===== src/rtl/vint_pkg.sv =====
package vint_pkg;
   localparam int IDX_W = 5;
   localparam logic [IDX_W-1:0] LPI_SLOT = 5'd16;
   localparam logic [IDX_W-1:0] IDX_NONE = 5'h1F;
   typedef enum logic {VGRP0 = 1'b0, VGRP1 = 1'b1} vgrp_e;
endpackage


===== src/rtl/vint_lr_pick.sv =====
module vint_lr_pick
   import vint_pkg::*;
#(
   parameter int NUM_LR = 16,
   parameter int PRIO_W = 8
) (
   input  logic [NUM_LR-1:0]        lr_pend,
   input  logic [NUM_LR-1:0]        lr_grp,
   input  logic [NUM_LR*PRIO_W-1:0] lr_prio,
   input  logic                     ven_g0,
   input  logic                     ven_g1,
   output logic                     found,
   output logic [IDX_W-1:0]         best_idx,
   output logic [PRIO_W-1:0]        best_prio,
   output vgrp_e                    best_grp
);
   localparam logic [PRIO_W-1:0] PRIO_IDLE = {PRIO_W{1'b1}};

   logic [NUM_LR-1:0] eligible;
   logic [PRIO_W-1:0] entry_prio [NUM_LR];

   // per-entry qualification
   for (genvar i = 0; i < NUM_LR; i++) begin : g_entry
      assign entry_prio[i] = lr_prio[i*PRIO_W +: PRIO_W];
      assign eligible[i]   = lr_pend[i] && (lr_grp[i] ? ven_g1 : ven_g0);
   end

   // strict-less scan keeps the lowest index on ties
   always_comb begin
      found     = 1'b0;
      best_idx  = IDX_NONE;
      best_prio = PRIO_IDLE;
      best_grp  = VGRP0;
      for (int i = 0; i < NUM_LR; i++) begin
         if (eligible[i] && (entry_prio[i] < best_prio)) begin
            found     = 1'b1;
            best_idx  = IDX_W'(i);
            best_prio = entry_prio[i];
            best_grp  = vgrp_e'(lr_grp[i]);
         end
      end
   end
endmodule


===== src/rtl/vint_preempt.sv =====
module vint_preempt
   import vint_pkg::*;
#(
   parameter int PRIO_W = 8,
   parameter int BP_W   = 3
) (
   input  logic              cand_valid,
   input  logic [PRIO_W-1:0] cand_prio,
   input  vgrp_e             cand_grp,
   input  logic              vif_en,
   input  logic [PRIO_W-1:0] vpmr,
   input  logic [BP_W-1:0]   bpr_g0,
   input  logic [BP_W-1:0]   bpr_g1,
   input  logic [PRIO_W-1:0] run_prio,
   output logic              can_signal
);
   localparam logic [PRIO_W-1:0] PRIO_IDLE = {PRIO_W{1'b1}};

   logic [BP_W-1:0]   bpr_sel;
   logic [BP_W:0]     shift_amt;
   logic [PRIO_W-1:0] gmask;
   logic              passes_mask;
   logic              beats_running;

   assign bpr_sel       = (cand_grp == VGRP1) ? bpr_g1 : bpr_g0;
   assign shift_amt     = {1'b0, bpr_sel} + 1'b1;
   assign gmask         = PRIO_IDLE << shift_amt;
   assign passes_mask   = cand_prio < vpmr;
   assign beats_running = (run_prio == PRIO_IDLE) ||
                          ((cand_prio & gmask) < (run_prio & gmask));
   assign can_signal    = cand_valid && vif_en && passes_mask && beats_running;
endmodule


===== src/rtl/vint_arbiter.sv =====
module vint_arbiter
   import vint_pkg::*;
#(
   parameter int NUM_LR = 16,
   parameter int PRIO_W = 8,
   localparam int BP_W  = $clog2(PRIO_W)
) (
   input  logic                     clk,
   input  logic                     rst_n,
   input  logic [NUM_LR-1:0]        lr_pend,
   input  logic [NUM_LR-1:0]        lr_grp,
   input  logic [NUM_LR*PRIO_W-1:0] lr_prio,
   input  logic [PRIO_W-1:0]        lpi_prio,
   input  logic                     lpi_grp,
   input  logic                     nonsecure,
   input  logic                     ven_g0,
   input  logic                     ven_g1,
   input  logic                     vif_en,
   input  logic [PRIO_W-1:0]        vpmr,
   input  logic [BP_W-1:0]          bpr_g0,
   input  logic [BP_W-1:0]          bpr_g1,
   input  logic [PRIO_W-1:0]        run_prio,
   output logic [IDX_W-1:0]         win_idx,
   output logic                     win_valid,
   output logic                     virq,
   output logic                     vfiq
);
   localparam int LR_IW = (NUM_LR > 1) ? $clog2(NUM_LR) : 1;
   localparam logic [PRIO_W-1:0] PRIO_IDLE = {PRIO_W{1'b1}};

   if (NUM_LR < 1 || NUM_LR > 16) begin : g_bad_lr
      $error("NUM_LR must lie in 1..16");
   end
   if (PRIO_W < 4 || PRIO_W > 8) begin : g_bad_prio
      $error("PRIO_W must lie in 4..8");
   end

   logic              lr_found;
   logic [IDX_W-1:0]  lr_idx;
   logic [PRIO_W-1:0] lr_best;
   vgrp_e             lr_bgrp;
   logic              lpi_wins;
   logic [PRIO_W-1:0] win_prio;
   vgrp_e             win_grp;
   logic              can_signal;

   vint_lr_pick #(.NUM_LR(NUM_LR), .PRIO_W(PRIO_W)) u_pick (
      .lr_pend  (lr_pend),
      .lr_grp   (lr_grp),
      .lr_prio  (lr_prio),
      .ven_g0   (ven_g0),
      .ven_g1   (ven_g1),
      .found    (lr_found),
      .best_idx (lr_idx),
      .best_prio(lr_best),
      .best_grp (lr_bgrp)
   );

   // LPI candidate competes only in non-secure state with its group enabled
   assign lpi_wins  = nonsecure && (lpi_grp ? ven_g1 : ven_g0) && (lpi_prio < lr_best);
   assign win_idx   = lpi_wins ? LPI_SLOT : lr_idx;
   assign win_valid = lpi_wins || lr_found;
   assign win_prio  = lpi_wins ? lpi_prio : lr_best;
   assign win_grp   = lpi_wins ? vgrp_e'(lpi_grp) : lr_bgrp;

   vint_preempt #(.PRIO_W(PRIO_W), .BP_W(BP_W)) u_pre (
      .cand_valid(win_valid),
      .cand_prio (win_prio),
      .cand_grp  (win_grp),
      .vif_en    (vif_en),
      .vpmr      (vpmr),
      .bpr_g0    (bpr_g0),
      .bpr_g1    (bpr_g1),
      .run_prio  (run_prio),
      .can_signal(can_signal)
   );

   always_ff @(posedge clk or negedge rst_n) begin
      if (!rst_n) begin
         virq <= 1'b0;
         vfiq <= 1'b0;
      end else begin
         virq <= can_signal && (win_grp == VGRP1);
         vfiq <= can_signal && (win_grp == VGRP0);
      end
   end

   assert_winner_pending_R1: assert property (@(posedge clk) disable iff (!rst_n)
      (win_valid && win_idx < NUM_LR) |-> lr_pend[win_idx[LR_IW-1:0]]);
   assert_none_idx_R2: assert property (@(posedge clk) disable iff (!rst_n)
      !win_valid |-> (win_idx == IDX_NONE));
   assert_none_quiet_R2: assert property (@(posedge clk) disable iff (!rst_n)
      !win_valid |=> (!virq && !vfiq));
   assert_lpi_nonsecure_R3: assert property (@(posedge clk) disable iff (!rst_n)
      (win_valid && win_idx == LPI_SLOT) |-> (nonsecure && lpi_prio != PRIO_IDLE));
   assert_if_off_quiet_R4: assert property (@(posedge clk) disable iff (!rst_n)
      !vif_en |=> (!virq && !vfiq));
   assert_pmr_block_R5: assert property (@(posedge clk) disable iff (!rst_n)
      (win_prio >= vpmr) |=> (!virq && !vfiq));
   assert_idle_signal_R6: assert property (@(posedge clk) disable iff (!rst_n)
      (win_valid && vif_en && win_prio < vpmr && run_prio == PRIO_IDLE) |=> (virq || vfiq));
   assert_grp1_no_fiq_R8: assert property (@(posedge clk) disable iff (!rst_n)
      (win_valid && win_grp == VGRP1) |=> !vfiq);
endmodule


===== config.mk =====
export PLATFORM = sky130hd
export DESIGN_NAME = vint_arbiter
export DESIGN_NICKNAME = d
export VERILOG_FILES = /design/src/rtl/vint_pkg.sv /design/src/rtl/vint_lr_pick.sv /design/src/rtl/vint_preempt.sv /design/src/rtl/vint_arbiter.sv
export SDC_FILE = /design/constraint.sdc
export NUM_CORES = 1
export LEC_CHECK = 0
export BUFFER_PORTS_ARGS = -buffer_cell sky130_fd_sc_hd__buf_2
export CORE_ASPECT_RATIO = 1.4
export CORE_UTILIZATION = 35
export DETAILED_ROUTE_END_ITERATION = 7
export PLACE_DENSITY = 0.62
export SLEW_MARGIN = 20
export SYNTH_ARGS = -nofsm -noshare
export SYNTH_HDL_FRONTEND = slang
export SYNTH_HIERARCHICAL = 1
export SYNTH_SLANG_ARGS = --single-unit

===== constraint.sdc =====
create_clock -name clk -period 42.1 [get_ports clk]
set_input_delay 4.21 -clock clk [delete_from_list [all_inputs] [get_ports clk]]
set_output_delay 4.21 -clock clk [all_outputs]
set_load 0.005 [all_outputs]

* Yosys cells after proc, flatten, opt, wreduce, memory -nomap -nowiden
Cells that the tools add are included.
Operators by class: multiplexer cells 85, reduce and logical (&&, ||, !) cells 41, bitwise operators 3, order comparisons 19, shift-type cells 1, equality and inequality tests 1, $add $sub $neg 1
Operators with widths (count):
- 8-bit < comparator | 18
- 8-bit two-way mux | 17
- 5-bit two-way mux | 17
- 1-bit two-way mux | 50
- 1-bit logical AND | 39
- 8-bit AND | 2
- 8-bit equality test, second input constant | 1
- 8-bit < comparator, second input constant | 1
- 8-bit by 4-bit << shifter with 8-bit output, first input constant | 1
- 3-bit by 1-bit adder with 4-bit output, second input constant | 1
- 3-bit two-way mux | 1
- 1-bit logical OR | 2
- 1-bit NOT | 1
Storage, ports and cells: flip-flop bits (word level) 2, bits of input ports 197, output and inout bits 8

* Logic depth before layout (Yosys ltp)
Gate-level depths: netlist (run 1).
word-level depth 60, mapped depth 191, gate-level depth less buffers 176

* Modules after synthesis
The synthesis (run 1) kept the hierarchy.
Modules (own cells, without submodules):
- vint_lr_pick | sequential area each 0.0 µm², times used 1, area each 6258.5 µm², cells each 908
- vint_preempt | sequential area each 0.0 µm², times used 1, area each 571.8 µm², cells each 77
- vint_arbiter | sequential area each 50.0 µm², times used 1, area each 442.9 µm², cells each 51

* Worst setup path before layout (run 1)
OpenSTA, ideal clock, no wires.
kind input to output, start point input port ven_g0, end point output port win_valid, arrival time 33893 ps, path slack 3997 ps, buffers on the path 18, data required time 37890 ps, stages on the path 165, cells stage by stage buf_4 > mux2_4 > nand2_2 > nor2_1 > ha_1 > and4_1 > nand2_1 > or4_1 > o21bai_1 > clkbuf_1 > a21oi_1 > inv_1 > ha_1 > and3_1 > a221oi_1 > o21ai_0 > nand3b_1 > a31oi_4 > (+129 left out) > mux2i_4 > ha_1 > a21oi_1 > nor2b_1 > o21ai_0 > nor4bb_1 > nand2_1 > o31ai_2 > buf_2 > o21ai_1 > o31ai_1 > inv_1 > ha_1 > a211oi_1 > o2111ai_1 > a21oi_4 > buf_6 > or2_1
On the way: word-level cells in the longest chain between the ends 52
RTL lines:
- from (decl) | line vint_arbiter.sv:16 | input logic ven_g0,
- 1-bit two-way mux | line vint_lr_pick.sv:25 | assign eligible[i] = lr_pend[i] && (lr_grp[i] ? ven_g1 : ven_g0);
- 1-bit logical AND | line vint_lr_pick.sv:25
- 1-bit logical AND | line vint_lr_pick.sv:35 | if (eligible[i] && (entry_prio[i] < best_prio)) begin
- 8-bit two-way mux | line vint_lr_pick.sv:35
- 8-bit < comparator | line vint_lr_pick.sv:35
- 1-bit logical AND | line vint_lr_pick.sv:35
- 8-bit two-way mux | line vint_lr_pick.sv:35
- 8-bit < comparator | line vint_lr_pick.sv:35
- (+37 left out)
- 8-bit two-way mux | line vint_lr_pick.sv:35
- 8-bit < comparator | line vint_lr_pick.sv:35
- 1-bit logical AND | line vint_lr_pick.sv:35
- 8-bit two-way mux * | line vint_lr_pick.sv:35
- net lr_best[5] | line vint_arbiter.sv:40 | logic [PRIO_W-1:0] lr_best;
- 8-bit < comparator * | line vint_arbiter.sv:60 | assign lpi_wins = nonsecure && (lpi_grp ? ven_g1 : ven_g0) && (lpi_prio < lr_best);
- 1-bit logical AND * | line vint_arbiter.sv:60
- 1-bit logical OR * | line vint_arbiter.sv:62 | assign win_valid = lpi_wins || lr_found;
- to (decl) | line vint_arbiter.sv:24 | output logic win_valid,
Mark *: on every way through the listed nets, which the timed path passes. The rest lies on a longest branch.

* Final worst setup path (run 1)
start point input port ven_g0, end point output port win_idx[1]
On the way: word-level cells in the longest chain between the ends 52
RTL lines:
- 1-bit two-way mux | line vint_lr_pick.sv:25
- 1-bit logical AND | line vint_lr_pick.sv:25
- 1-bit logical AND | line vint_lr_pick.sv:35
- 8-bit two-way mux | line vint_lr_pick.sv:35
- 8-bit < comparator | line vint_lr_pick.sv:35
- 1-bit logical AND | line vint_lr_pick.sv:35
- 8-bit two-way mux | line vint_lr_pick.sv:35
- 8-bit < comparator | line vint_lr_pick.sv:35
- (+37 left out)
- 8-bit two-way mux | line vint_lr_pick.sv:35
- 8-bit < comparator | line vint_lr_pick.sv:35
- 1-bit logical AND | line vint_lr_pick.sv:35
- 8-bit two-way mux * | line vint_lr_pick.sv:35
- net lr_best[7] | line vint_arbiter.sv:40
- 8-bit < comparator * | line vint_arbiter.sv:60
- 1-bit logical AND * | line vint_arbiter.sv:60
- 5-bit two-way mux * | line vint_arbiter.sv:61 | assign win_idx = lpi_wins ? LPI_SLOT : lr_idx;
- to (decl) | line vint_arbiter.sv:23 | output logic [IDX_W-1:0] win_idx,
Marks and branches as above.

==> results by group, run 1 <==
Power and ir drop
  • Tot Pwr: 516 µW
  • Leak pwr: 4.20 nW
  • VDD IR-drop max: 0.0266 mV
  • Pwr Density: 58.5 mW/mm²

Setup path
  • Maximum fanout along the worst path: 19
  • Worst endpoint required time: 37.89 ns
  • Critical Path Sink Type: output pin
  • Crit path launch type: input port
  • Setup CP Type: input port to output pin
  • CP bufs+invs: 18
  • Crit-path max cell delay: 0.58 ns
  • Worst endpoint data arrival time: 35.06 ns
  • CP max stage cell: or4_1
  • CP top delay family: compound AO/OA/AOI/OAI gates
  • Cell mode on critical path: o21ai_0

Timing
  • Tcrit/Tclk final: 0.933
  • Hold Fails Final Rpt: 0
  • Maximum clock rate: 25.5 MHz
  • Total negative slack: 0 ns
  • Worst-Margin Slew: 0.842 ns
  • Hold_ws: 3.77 ns
  • Max-slew violations: 0
  • Post-layout minimum cycle time: 39.27 ns
  • Normalized max-slew margin: 0.437
  • Final setup violation count: 0

Die
  • Floorplan core area: 0.0205 mm²
  • Initial Utilization: 0.355
  • DIE HEIGHT: 173 µm
  • Die area: 0.0214 mm²
  • Io pins: 205
  • Die W: 124 µm
  • Row count: 62

Route
  • Drt total wl: 24700 µm
  • DR WL/cell: 16.4 µm
  • DRT Pass-1 Iters: 5
  • Detailed-route DRC error count: 0
  • Vias per cell: 5.69
  • Overall via count from detail_route: 8558
  • Antenna-violating nets left: 0
  • Iteration-0 DRC Markers: 449

Synth
  • Mapped Area: 0.00727 mm²
  • Synth warn: 6
  • Syn Inst Count: 1036
  • Sequential area share after synthesis: 0.00688
  • Number of synthesized register bits: 2
  • Syn nets: 1334
  • Asr flop ratio synth: 1.00
  • Synth area leaders: ha_1 (17%), mux2_2 (5.7%), inv_1 (5.7%), o21ai_0 (5.6%), a21oi_1 (5.3%)
  • Post-synthesis cell type count: 108
  • EDFF count, synth: 0
  • Predominant post-synthesis flop cell: dfrtp_1
  • Top cell type's share of synthesized area: 0.174
  • Avg Cell Area, Syn: 7.02 µm²
  • Area leader, netlist: ha_1

Global routing
  • First-pass GRT wire length: 38100 µm
  • GR Overflow Total: 0
  • Largest net degree at the start of global routing: 20
  • Vias in the first global route: 8171
  • Initial antenna violation count: 3
  • Global Route Usage Sum: 0.218

Status
  • Run status: finished clean

CTS
  • CTS tree: done
  • CTS Hold Bufs: 0
  • Worst-path clk slew: 0.03 ns
  • TritonCTS Buffers: 3
  • CTS sink cnt: 2
  • Clock tree buffer depth: 2
  • H-tree depth: 1
  • Clock root cell: clkbuf_16

Placed design
  • Gpl congestion: 0.888
  • Post-DP HPWL: 21200 µm
  • Placed cell count: 1490
  • Port Buffers: 204

Min path
  • Type of the most critical hold path: input port to async pin

Finish
  • Layout cells sized above 1: 0.274
  • Most frequent cells in the layout: buf_2 (204), inv_1 (110), ha_1 (101)
  • Commonest non-fill, non-tap cell in the layout: buf_2
  • Layout area overhead: 21.3%
  • Final Util: 0.431
  • Final instance count without filler cells: 1505
  • FILL cells: 2201
  • Layout Nets: 1546

Flow run
  • Maxcap violations: 0
cell families (layout without fill, tap and decap cells):
| kind of cell | Yosys count | in the layout | share of synthesized area |
|---|---|---|---|
| AND/OR/NAND/NOR | 364 | 364 | 0.265 |
| AO/OA/AOI/OAI | 346 | 347 | 0.338 |
| buffers and inverters | 134 | 343 | 0.0753 |
| adder cells (fa/ha/maj) | 106 | 106 | 0.181 |
| multiplexers | 76 | 76 | 0.123 |
| XOR/XNOR | 8 | 8 | 0.0107 |
| flip-flops | 2 | 2 | 0.00688 |
| other | 0 | 3 | 0 |
synthesized netlist by cell type, types with 14 or more instances:
cell type	instances
a21oi_1	77
inv_1	110
ha_1	101
nand3_1	21
a31oi_1	16
nand4_1	21
a211oi_1	14
o21ai_0	81
nor3_1	14
mux2_2	37
and2_1	21
nor2b_1	24
nor2_1	76
nand2_1	102
mux2i_1	23
worst paths after layout:
| check | startpoint | endpoint | slack, ns | cells after the start |
|---|---|---|---|---|
| worst max-delay path | ven_g0 | win_idx[1] | 2.83 | 160 |
| worst min-delay path | rst_n | vfiq$_DFF_PN0_ | 3.77 | 1 |
| max in group asynchronous | rst_n | virq$_DFF_PN0_ | 38.24 | 1 |
| min in group clk | lpi_grp | virq$_DFF_PN0_ | 4.28 | 3 |
what timing repair did:
action,CTS,global route
gates resized for setup,0,12
buffers inserted,0,8
hold endpoints to repair,0,0
setup endpoints to repair,0,8
power by group:
group          internal (mW)  switching [mW]  total [mW]
clock network         0.0121         0.00223      0.0143
registers            0.00254       0.0000590     0.00260
logic                  0.219           0.280       0.499
stage by stage:
stage / worst slack (ns) / cell area (µm²)
CTS: 1.30 / 8690
global placement: 1.96 / 8610
detailed placement: 1.43 / 8610
finish: 2.83 / 8820
global route: -0.000224 / 8820
floorplan: 4.00 / 7270
area by class of cell:
cell class | count | area (µm²) | area share
Tap cell | 256 | 320 | 0.0363
Antenna cell | 3 | 7.51 | 0.000851
Inverter | 110 | 413 | 0.0468
Clock buffer | 3 | 75.1 | 0.00851
Timing Repair Buffer | 230 | 1220 | 0.138
Sequential cell | 2 | 50.0 | 0.00567
Multi-Input combinational cell | 901 | 6740 | 0.764
per-layer routing:
metal,up-vias,GRT usage,part of all wire
met5,-,0,0
met4,0,0.0668,0.023
met3,36,0.0155,0.055
met2,272,0.409,0.51
met1,3940,0.256,0.41
li1,4310,-,-
flip-flops by register name, indices dropped and copies added (netlist names):
| register | count |
|---|---|
| vfiq | 1 |
| virq | 1 |
Power figures use the tool's default switching activity.
==> inputs of run 2 (changes only) <==
--- a/config.mk
+++ b/config.mk
@@ -9,4 +9,5 @@
 export CORE_ASPECT_RATIO = 1.4
 export CORE_UTILIZATION = 35
+export CTS_CLUSTER_DIAMETER = 150
 export DETAILED_ROUTE_END_ITERATION = 7
 export PLACE_DENSITY = 0.62
==> constraint.sdc (replaced) <==
create_clock -name clk -period 42.1 [get_ports clk]
set_input_delay 2.105 -clock clk [delete_from_list [all_inputs] [get_ports clk]]
set_output_delay 2.105 -clock clk [all_outputs]
set_load 0.005 [all_outputs]
==> results by group, run 2 (synthesis results as in run 1) <==
Setup path
  • Crit path launch type: input port
  • Cell mode on critical path: ha_1
  • Critical Path Sink Type: register
  • Setup CP Type: input port to register
  • Worst endpoint required time: 42.24 ns
  • Crit-path max cell delay: 0.86 ns
  • Worst endpoint data arrival time: 38.66 ns
  • Maximum fanout along the worst path: 19
  • CP max stage cell: o31ai_2

Timing
  • Total negative slack: 0 ns
  • Hold Fails Final Rpt: 0
  • Hold_ws: 1.66 ns
  • Maximum clock rate: 26.0 MHz
  • Worst-Margin Slew: 1.04 ns
  • Tcrit/Tclk final: 0.915
  • RSZ-0062 raised after global routing: false
  • Normalized max-slew margin: 0.300
  • Max-slew violations: 0
  • Final setup violation count: 0
  • Post-layout minimum cycle time: 38.52 ns

CTS
  • Post-CTS Setup Repair Bufs: 0
  • CTS tree: done
  • Worst-path clk slew: 0.03 ns
  • Clock tree buffer depth: 2
  • CTS sink cnt: 2
  • Resize count post-CTS: 0
  • Clock root cell: clkbuf_16
  • H-tree depth: 1
  • CTS Hold Bufs: 0
  • TritonCTS Buffers: 3

Flow run
  • Maxcap violations: 0

Route
  • Drt total wl: 24700 µm
  • Antenna-violating nets left: 0
  • DR WL/cell: 16.7 µm
  • Detailed-route DRC error count: 0
  • DRT Pass-1 Iters: 5
  • Iteration-0 DRC Markers: 505
  • Overall via count from detail_route: 8453
  • Vias per cell: 5.73

Placed design
  • Port Buffers: 204
  • Post-DP HPWL: 21500 µm
  • Gpl congestion: 0.913

Finish
  • Layout area overhead: 17.7%
  • Most frequent cells in the layout: buf_2 (204), inv_1 (110), nand2_1 (102)
  • Commonest non-fill, non-tap cell in the layout: buf_2
  • Layout cells sized above 1: 0.250
  • Diodes inserted: 0
  • Top flop regs: vfiq (1), virq (1)
  • Layout Nets: 1519

Global routing
  • Initial antenna violation count: 1
  • Vias in the first global route: 7854
  • Largest net degree at the start of global routing: 20
  • First-pass GRT wire length: 38100 µm
  • Global Route Usage Sum: 0.221
  • GR Overflow Total: 0

Die
  • Io pins: 205
  • Row count: 62
  • Floorplan core area: 0.0205 mm²
  • Die W: 124 µm
  • Initial Utilization: 0.355
  • DIE HEIGHT: 173 µm
  • Die area: 0.0214 mm²

Power and ir drop
  • Leak pwr: 4.06 nW
  • Pwr Density: 57.3 mW/mm²
  • Tot Pwr: 491 µW
  • VDD IR-drop max: 0.0239 mV

Status
  • Run status: finished clean

Min path
  • Type of the most critical hold path: input port to async pin
-- run 2: cell count changes in the layout (fill, tap and decap cells not counted), sizes merged --
cell,previous run,this run
buf,230,204
diode,3,0
a31oi,20,19
-- run 2: cell type report --
cell class / instances / area, µm²
well taps: 256 / 320
clock buffers: 3 / 75.1
inverters: 110 / 413
repair buffers: 204 / 1020
multi-input cells: 900 / 6680
flip-flops and latches: 2 / 50.0
fillers: 2232 / 11900
-- run 2: per-layer routing --
metal,up-vias,global-route usage,share of wire
met5,-,0,0.00053
met4,2,0.0653,0.029
met3,46,0.00825,0.050
met2,278,0.406,0.50
met1,3878,0.270,0.42
li1,4249,-,-
-- run 2: path summary, 6_finish.rpt --
kind                       startpoint             end  slack [ns]  depth (start not counted)
max in group asynchronous       rst_n  vfiq$_DFF_PN0_       40.35                          1
min in group clk              lpi_grp  virq$_DFF_PN0_        2.19                          3
hold / removal                  rst_n  virq$_DFF_PN0_        1.66                          1
setup / recovery               ven_g0  vfiq$_DFF_PN0_        3.58                        170
-- run 2: report_power, final --
part           leakage [nW]  internal (mW)  switching (mW)
Combinational          3.99          0.201           0.272
Sequential           0.0271        0.00254       0.0000582
Clock                0.0370         0.0121         0.00254
-- run 2: critical path, delay by kind of cell --
| kind | cells | cell delay [ns] |
|---|---|---|
| and+or+nand+nor | 57 | 10.19 |
| adders and majority gates | 18 | 5.04 |
| xor gates and xnor gates | 1 | 0.25 |
| AOI/OAI and AO/OA | 72 | 16.93 |
| buffers and inverters | 14 | 1.31 |
| muxes | 8 | 2.74 |
-- run 2: metrics by stage --
step	setup slack, ns	util	cells	area, µm²
after floorplan	7.91	-	1036	7270
after global placement	4.11	0.414	1472	8480
after detailed placement	3.38	0.414	1472	8480
after CTS	3.47	0.418	1475	8550
after global routing	0.0933	0.418	1475	8560
final	3.58	0.418	1475	8560
==> inputs of run 3 (changes only) <==
- CORE_UTILIZATION: 35 -> 50
- PLACE_DENSITY: 0.62 -> 0.82
==> results by group, run 3 (synthesis results as in run 1) <==
Placed design
  • Placed cell count: 1401
  • Dpl cell area: 0.00839 mm²
  • Port Buffers: 204
  • Post-DP HPWL: 19500 µm
  • Gpl congestion: 0.957

Finish
  • Final Cell Area: 0.00849 mm²
  • Layout cells sized above 1: 0.250
  • Top flop regs: vfiq (1), virq (1)
  • Layout area overhead: 16.7%
  • Final instance count without filler cells: 1406
  • Most frequent cells in the layout: buf_2 (204), inv_1 (110), nand2_1 (102)
  • Commonest non-fill, non-tap cell in the layout: buf_2
  • Layout Nets: 1519

Setup path
  • CP top delay family: compound AO/OA/AOI/OAI gates
  • Critical Path Sink Type: register
  • Cell mode on critical path: ha_1
  • Crit path launch type: input port
  • CP max stage cell: o21bai_1
  • Setup CP Type: input port to register
  • Maximum fanout along the worst path: 19
  • Worst endpoint required time: 42.24 ns
  • Crit-path max cell delay: 0.73 ns
  • Worst endpoint data arrival time: 38.45 ns
  • Crit path launch: ven_g0
  • CP bufs+invs: 15

Power and ir drop
  • Psw: 274 µW
  • Switching Share: 0.558
  • Logic pwr share: 0.965
  • Clock share of power: 0.030
  • Seq pwr share: 0.005
  • VDD IR-drop max: 0.0437 mV
  • Pwr Density: 57.8 mW/mm²
  • Leak pwr: 4.06 nW
  • Internal Pwr Total: 217 µW

Timing
  • Hold Fails Final Rpt: 0
  • Normalized max-slew margin: 0.403
  • Tcrit/Tclk final: 0.910
  • Worst-Margin Slew: 0.894 ns
  • Maximum clock rate: 26.1 MHz
  • Max-slew violations: 0
  • Total negative slack: 0 ns
  • RSZ-0062 raised after global routing: false
  • Final setup violation count: 0
  • Post-layout minimum cycle time: 38.31 ns

Route
  • Iteration-0 DRC Markers: 509
  • Drt total wl: 22800 µm
  • Detailed-route DRC error count: 0
  • DR WL/cell: 16.2 µm
  • DRT Pass-1 Iters: 6
  • Vias per cell: 6.19
  • Antenna-violating nets left: 0
  • Overall via count from detail_route: 8700

Min path
  • Type of the most critical hold path: input port to async pin

Status
  • Run status: finished clean

Die
  • Die area: 0.0150 mm²
  • Row count: 51
  • Initial Utilization: 0.518
  • Floorplan core area: 0.0140 mm²
  • Io pins: 205
  • Die W: 104 µm
  • DIE HEIGHT: 145 µm

Global routing
  • First-pass GRT wire length: 36600 µm
  • Vias in the first global route: 8302
  • Initial antenna violation count: 3
  • Largest net degree at the start of global routing: 20
  • Global Route Usage Sum: 0.290
  • GR Overflow Total: 0

CTS
  • H-tree depth: 1
  • Post-CTS Setup Repair Bufs: 0
  • CTS sink cnt: 2
  • TritonCTS Buffers: 3
  • Worst-path clk slew: 0.03 ns
  • Clock root cell: clkbuf_16
  • Clock tree buffer depth: 2
  • CTS tree: done

Flow run
  • Maxcap violations: 0
==> run 3: cell count changes in the layout (fill, tap and decap cells not counted) <==
cell     change
o31ai_4      +1
o31ai_2      -1
diode_2      +2
==> run 3: timing repair <==
action / 4_1_cts / 5_1_grt
hold buffers: 0 / 0
resized for setup: 0 / 1
endpoints found under the setup margin: 0 / 2
==> run 3: stage by stage <==
stage | total power, mW | util | setup slack, ns | hold slack, ns
6_report | 0.490 | 0.605 | 3.79 | 1.66
5_1_grt | 0.552 | 0.604 | 0.258 | 1.66
4_1_cts | 0.485 | 0.603 | 3.66 | 1.66
3_5_place_dp | 0.467 | 0.598 | 3.53 | 1.89
3_3_place_gp | 0.456 | 0.598 | 4.67 | 1.89
2_1_floorplan | 0.368 | - | 7.91 | 1.81
==> run 3: worst paths after layout <==
kind | end | slack, ns | cells after the start
max in group asynchronous | virq$_DFF_PN0_ | 40.34 | 1
min in group clk | virq$_DFF_PN0_ | 2.16 | 3
worst min-delay path | vfiq$_DFF_PN0_ | 1.66 | 1
worst max-delay path | vfiq$_DFF_PN0_ | 3.79 | 169
==> run 3: layout make-up <==
type	instances	area, µm²
multi-input cells	900	6690
fillers	1365	5550
repair buffers	204	1020
inverters	110	413
well taps	185	231
clock buffers	3	75.1
flip-flops and latches	2	50.0
diodes	2	5.00
==> run 3: per-layer routing <==
| layer | GRT usage | vias up | wire length (µm) |
|---|---|---|---|
| li1 | - | 4251 | - |
| met1 | 0.327 | 3971 | 9150 |
| met2 | 0.544 | 382 | 11300 |
| met3 | 0.0251 | 92 | 1270 |
| met4 | 0.150 | 4 | 1020 |
| met5 | 0 | - | 22 |
==> run 3: power groups by stage <==
stage	clock network [mW]	registers, mW	logic [mW]
2_1_floorplan	0	0.00271	0.365
3_3_place_gp	0	0.00262	0.453
3_5_place_dp	0	0.00266	0.464
4_1_cts	0.0147	0.00260	0.467
5_1_grt	0.0148	0.00262	0.535
6_report	0.0145	0.00260	0.473
